### config.mk
export PLATFORM = sky130hd
export DESIGN_NAME = fwd_interlock
export DESIGN_NICKNAME = d
export VERILOG_FILES = /design/src/rtl/fwd_interlock_pkg.sv /design/src/rtl/fwd_sel.sv /design/src/rtl/load_interlock.sv /design/src/rtl/tag_pipe.sv /design/src/rtl/fwd_interlock.sv
export SDC_FILE = /design/constraint.sdc
export NUM_CORES = 1
export LEC_CHECK = 0
export ABC_CLOCK_PERIOD_IN_PS = 4900
export BUFFER_PORTS_ARGS = -buffer_cell sky130_fd_sc_hd__buf_2
export CELL_PAD_IN_SITES_DETAIL_PLACEMENT = 0
export CELL_PAD_IN_SITES_GLOBAL_PLACEMENT = 2
export CORE_ASPECT_RATIO = 0.75
export CORE_MARGIN = 2
export CORE_UTILIZATION = 45
export DETAILED_ROUTE_END_ITERATION = 8
export PLACE_DENSITY_LB_ADDON = 0.1
export SYNTH_ARGS = -nofsm -noshare
export SYNTH_HDL_FRONTEND = slang
export SYNTH_HIERARCHICAL = 1
export SYNTH_SLANG_ARGS = --single-unit
### constraint.sdc
create_clock -name clk_i -period 4.9 [get_ports clk_i]
set_clock_uncertainty 0.05 [all_clocks]
set_input_delay 0.98 -clock clk_i [delete_from_list [all_inputs] [get_ports clk_i]]
set_output_delay 0.98 -clock clk_i [all_outputs]
set_load 0.05 [all_outputs]
### src/rtl/fwd_interlock_pkg.sv
package fwd_interlock_pkg;
  localparam int unsigned REG_AW = 5;

  typedef enum logic [1:0] {
    SRC_RF  = 2'b00,
    SRC_WB  = 2'b01,
    SRC_MEM = 2'b10
  } src_sel_e;

  typedef struct packed {
    logic              valid;
    logic              we;
    logic              load;
    logic [REG_AW-1:0] rd;
    logic [REG_AW-1:0] rs1;
    logic [REG_AW-1:0] rs2;
  } stage_tag_t;
endpackage

### src/rtl/fwd_sel.sv
module fwd_sel
  import fwd_interlock_pkg::*;
(
  input  logic [REG_AW-1:0] src_i,
  input  logic              use_i,
  input  stage_tag_t        mem_i,
  input  stage_tag_t        wb_i,
  output src_sel_e          sel_o
);
  logic hit_mem, hit_wb, src_nz;

  assign src_nz  = |src_i;
  assign hit_mem = use_i && src_nz && mem_i.valid && mem_i.we && (mem_i.rd == src_i);
  assign hit_wb  = use_i && src_nz && wb_i.valid  && wb_i.we  && (wb_i.rd  == src_i);

  // nearer producer holds the newest value
  always_comb begin
    if (hit_mem)     sel_o = SRC_MEM;
    else if (hit_wb) sel_o = SRC_WB;
    else             sel_o = SRC_RF;
  end
endmodule

### src/rtl/load_interlock.sv
module load_interlock
  import fwd_interlock_pkg::*;
(
  input  stage_tag_t id_i,
  input  stage_tag_t ex_i,
  output logic       stall_o
);
  logic ld_live, hit1, hit2;

  assign ld_live = ex_i.valid && ex_i.load && ex_i.we && (|ex_i.rd);
  assign hit1    = (id_i.rs1 == ex_i.rd);
  assign hit2    = (id_i.rs2 == ex_i.rd);
  assign stall_o = ld_live && id_i.valid && (hit1 || hit2);
endmodule

### src/rtl/tag_pipe.sv
module tag_pipe
  import fwd_interlock_pkg::*;
(
  input  logic       clk_i,
  input  logic       rst_ni,
  input  stage_tag_t in_i,
  input  logic       stall_i,
  output stage_tag_t id_o,
  output stage_tag_t ex_o,
  output stage_tag_t mem_o,
  output stage_tag_t wb_o
);
  stage_tag_t id_q, ex_q, mem_q, wb_q;

  always_ff @(posedge clk_i or negedge rst_ni) begin
    if (!rst_ni) begin
      id_q  <= '0;
      ex_q  <= '0;
      mem_q <= '0;
      wb_q  <= '0;
    end else begin
      if (!stall_i) id_q <= in_i;
      ex_q  <= stall_i ? '0 : id_q;
      mem_q <= ex_q;
      wb_q  <= mem_q;
    end
  end

  assign id_o  = id_q;
  assign ex_o  = ex_q;
  assign mem_o = mem_q;
  assign wb_o  = wb_q;
endmodule

### src/rtl/fwd_interlock.sv
module fwd_interlock
  import fwd_interlock_pkg::*;
(
  input  logic              clk_i,
  input  logic              rst_ni,
  input  logic              in_valid_i,
  input  logic              in_we_i,
  input  logic              in_load_i,
  input  logic [REG_AW-1:0] in_rd_i,
  input  logic [REG_AW-1:0] in_rs1_i,
  input  logic [REG_AW-1:0] in_rs2_i,
  output logic [1:0]        fwd_a_o,
  output logic [1:0]        fwd_b_o,
  output logic              hold_o,
  output logic              bubble_o,
  output logic              ex_valid_o,
  output logic [REG_AW-1:0] ex_rd_o
);
  localparam int unsigned N_OPS = 2;

  stage_tag_t in_tag, id_t, ex_t, mem_t, wb_t;
  logic       stall;
  logic [REG_AW-1:0] src [N_OPS];
  src_sel_e          sel [N_OPS];

  assign in_tag = '{valid: in_valid_i, we: in_we_i, load: in_load_i,
                    rd: in_rd_i, rs1: in_rs1_i, rs2: in_rs2_i};

  tag_pipe u_pipe (
    .clk_i   (clk_i),
    .rst_ni  (rst_ni),
    .in_i    (in_tag),
    .stall_i (stall),
    .id_o    (id_t),
    .ex_o    (ex_t),
    .mem_o   (mem_t),
    .wb_o    (wb_t)
  );

  load_interlock u_ldi (
    .id_i    (id_t),
    .ex_i    (ex_t),
    .stall_o (stall)
  );

  assign src[0] = ex_t.rs1;
  assign src[1] = ex_t.rs2;

  for (genvar g = 0; g < N_OPS; g++) begin : g_op
    fwd_sel u_sel (
      .src_i (src[g]),
      .use_i (ex_t.valid),
      .mem_i (mem_t),
      .wb_i  (wb_t),
      .sel_o (sel[g])
    );
  end

  assign fwd_a_o    = sel[0];
  assign fwd_b_o    = sel[1];
  assign hold_o     = stall;
  assign bubble_o   = stall;
  assign ex_valid_o = ex_t.valid;
  assign ex_rd_o    = ex_t.rd;
endmodule

# After elaboration in Yosys (flattened, before gate mapping)
# Cells that the tools add are included.
# Widths: inputs -> output; s select.
# totals
elab_cells	52
ff_bits	50
out_inout_bits	12
input_bits	20
# classes
n_mux	5
eq_ne	6
reduce_logical	23
# op_table
op	count
$eq 5x5->1	6
$logic_and 1x1->1	19
$mux 18	1
$reduce_or 5->1	3
$mux 2	2
$mux 1	2
$logic_or 1x1->1	1

# Depth between registers and ports, before layout
# logic_depth
word_depth	7
ltp_mapped	7
mapped_depth_nobuf	5

# Cells and area by module
# The synthesis kept the hierarchy.
# modules_own_cells
mod	instances	seq_area_each_um2	cells_each	area_each_um2
tag_pipe	1	1801.7	112	2209.6
fwd_sel	2	0.0	19	156.4
load_interlock	1	0.0	18	137.6
fwd_interlock	1	0.0	1	7.5

# Worst setup path after synthesis
# Ideal clock, no wire load.
# synth_path
path_kind	reg-to-output
startpoint	register u_pipe.ex_q, in the netlist u_pipe/ex_o[12]
endpoint	output port hold_o
path_slack_ns	1.526
path_stages_with_launch	6
t_arrival_ns	2.344
n_path_buf	1
required_ns	3.870
cell_sequence	dfrtp_1 > xor2_1 > nor3_1 > nand3_1 > a221oi_2 > buf_4
# synth_via
elab_chain_len	4
elab_cells_between_ends	7
classes_between	2 x eq/ne; 5 x reduce/logical
# synth_rtl
item	line	rtl
start: declaration	tag_pipe.sv:13	stage_tag_t id_q, ex_q, mem_q, wb_q;
start signal: assignment	tag_pipe.sv:23	ex_q <= stall_i ? '0 : id_q;
$reduce_or 5->1	load_interlock.sv:10	assign ld_live = ex_i.valid && ex_i.load && ex_i.we && (|ex_i.rd);
$logic_and 1x1->1	load_interlock.sv:10	
$logic_and 1x1->1	load_interlock.sv:13	assign stall_o = ld_live && id_i.valid && (hit1 || hit2);
$logic_and 1x1->1 *	load_interlock.sv:13	
end: declaration	fwd_interlock.sv:14	output logic hold_o,
# Every way passes the cells marked *; elsewhere a longest branch is shown, timed or not.

# Worst setup path after layout
# layout_path
startpoint	register u_pipe.ex_q, in the netlist u_pipe/ex_o[1]
endpoint	output port fwd_b_o[0]
# layout_via
elab_chain_len	7
elab_cells_between_ends	12
classes_between	2 x eq/ne; 2 x mux; 8 x reduce/logical
# layout_rtl
item	line	rtl
$reduce_or 5->1	fwd_sel.sv:12	assign src_nz = |src_i;
$logic_and 1x1->1	fwd_sel.sv:13, fwd_sel.sv:14	
$logic_and 1x1->1 (3 in a row)	fwd_sel.sv:14	assign hit_wb = use_i && src_nz && wb_i.valid && wb_i.we && (wb_i.rd == src_i);
$mux 1	fwd_sel.sv:19	else if (hit_wb) sel_o = SRC_WB;
$mux 2 *	fwd_sel.sv:18	if (hit_mem) sel_o = SRC_MEM;
end: declaration	fwd_interlock.sv:13	output logic [1:0] fwd_b_o,
# Marks and branches as above.

==> impl_metrics.json <==
{
  "outcome": "finished, final reports clean",
  "powerDensity_nw_per_um2": 320.1,
  "grt_pass1_wl_um": 6051,
  "cts_hold_buffers": 0,
  "cts_buffers": 5,
  "drt-vias-per-instance": 4.903,
  "ios": 32,
  "place_hpwl_um": 2545,
  "cpPeakStageDelay_ns": 0.55,
  "period_share": 0.6200,
  "cpMaxStageDelayCell": "or4_1",
  "grt_use_total": 0.1487,
  "slew_viol_final": 0,
  "fillers": 392,
  "placed_cells": 229,
  "postPlaceCellArea_sq_um": 2292,
  "htreeDepth": 2,
  "ir_drop_uv": 212.7,
  "finalCriticalPeriod_ns": 3.038,
  "min-delay-start": "u_pipe/ex_o[16]",
  "routed_wl_um": 3510,
  "relSlewSlack": 0.3025,
  "cts_setup_buffers": 0,
  "nets": 199,
  "drive_above_1_share": 0.3520,
  "endpoint": "fwd_b_o[0]",
  "clk_pin_slew_ns": 0.09,
  "first_pass_iters": 4,
  "cp_cell_sequence": "or4_1 -> nor2_2 -> nor3_2 -> nor4_2 -> buf_2",
  "cp.arrival_ns": 2.01,
  "hold_viol_final": 0,
  "design_area_sq_um": 2372,
  "maxCapViolCount": 0,
  "worstMarginPinSlew_ns": 1.046,
  "pre_cts_ws_ns": 2.173,
  "final_util": 0.5280,
  "num_rows": 21,
  "cts.sink_count": 50,
  "whs_ns": 0.3434,
  "antenna_found_initial": 0,
  "grt_max_degree": 51,
  "setup_viol": 0,
  "path_depth": 5,
  "diodes": 0,
  "vias": 1157,
  "initial_core_util": 0.4712,
  "die_h_um": 63.40,
  "portBuffers": 31,
  "path_class": "reg2out",
  "grt_overflow": 0,
  "drc": 0,
  "ant_nets": 0,
  "reg2reg_depth": 6,
  "synthCells": 147,
  "fin_setup_tns_ns": 0,
  "cts_buffer_depth": 2,
  "crit_path_end_kind": "primary output",
  "clock_latency_ns": 0.30,
  "setup.worst_path.start": "u_pipe/ex_o[1]",
  "reg2reg_from": "u_pipe/ex_o[12]",
  "grt_pass1_vias": 1212,
  "rr_endpoint": "u_pipe/id_o[15]",
  "rsz0062_at_grt": "false",
  "area_growth_pct": 12.06,
  "coreArea_sq_um": 4493,
  "cts_resized": 0,
  "fmax_mhz": 329.1,
  "required_ns": 3.87,
  "cp_max_fo": 3,
  "die_w_um": 83.20,
  "leakagePower_nw": 1.005,
  "layout.cells.non_filler": 236,
  "gp_routability_congestion": 0.7324,
  "synth_warnings": 6,
  "synth_nets": 167,
  "r2r_slack_ns": 2.56,
  "holdCritPathClass": "reg2reg",
  "setup_ws_ns": 1.862,
  "wl_per_cell_um": 14.87,
  "crit_buf_inv": 1,
  "drt_iter0_drc": 71,
  "cp-start-kind": "register",
  "cts_tree": "done",
  "power_mw": 0.7595,
  "syn_area_per_cell_sq_um": 14.40,
  "cp_top_family": "simple AND/OR/NAND/NOR gates",
  "clockRootBuffer": "clkbuf_8",
  "netlist_area_sq_um": 2117,
  "die_area_sq_um": 5275
}
## power breakdown
| part | total [mW] | leakage [nW] | switching [mW] | internal, mW |
|---|---|---|---|---|
| sequential | 0.459 | 0.583 | 0.0243 | 0.435 |
| combinational | 0.0760 | 0.385 | 0.0375 | 0.0386 |
| clock | 0.224 | 0.0373 | 0.126 | 0.0980 |
| total | 0.759 | 1.01 | 0.188 | 0.572 |
## worst min path at each step
stage / end / cells after the start
after CTS: u_pipe/mem_o[16] / 0
after detailed placement: u_pipe/mem_o[16] / 0
after floorplan: u_pipe/mem_o[16] / 0
after global placement: u_pipe/mem_o[16] / 0
after global routing: u_pipe/mem_o[16] / 0
final: u_pipe/mem_o[16] / 0
## flip-flops by register name, summed over array words and instances (netlist names)
| register | flops |
|---|---|
| u_pipe/ex_o | 18 |
| u_pipe/id_o | 18 |
| u_pipe/mem_o | 7 |
| u_pipe/wb_o | 7 |
## worst reg2reg max path, cell delays in order (launching register included)
cell and delay, ns:
dfrtp_1 0.47, xor2_1 0.19, nor3_1 0.21, nand3_1 0.15
a221oi_4 0.31, buf_4 0.46, mux2_2 0.39
## metal layers
layer,vias to the layer above,GRT usage,part of all wire
li1,557,-,-
met1,570,0.2076,0.47
met2,22,0.2258,0.47
met3,8,0.03801,0.039
met4,0,0.05533,0.015
met5,-,0,0
## cell type report
cell class                      count  area [sq um]  area share
Clock buffer                        6         72.57     0.03059
Clock inverter                      1         7.507    0.003165
Multi-Input combinational cell     90         807.0      0.3402
Sequential cell                    50          1251      0.5274
Tap cell                           57         71.32     0.03006
Timing Repair Buffer               32         162.7     0.06857
## cell usage in the layout, fill, tap and decap left out, types with 2 or more instances in the layout
cell	instances
dfrtp_1	50
xor2_1	6
clkbuf_8	5
nor2b_1	18
mux2_4	12
xnor2_1	24
nor3_2	2
nor4_2	2
mux2_2	6
nor2_2	2
buf_2	31
nor3_1	3
nand3_1	2
nand4_1	9
or4_1	2
No activity file was read; power rests on OpenSTA's default activity.
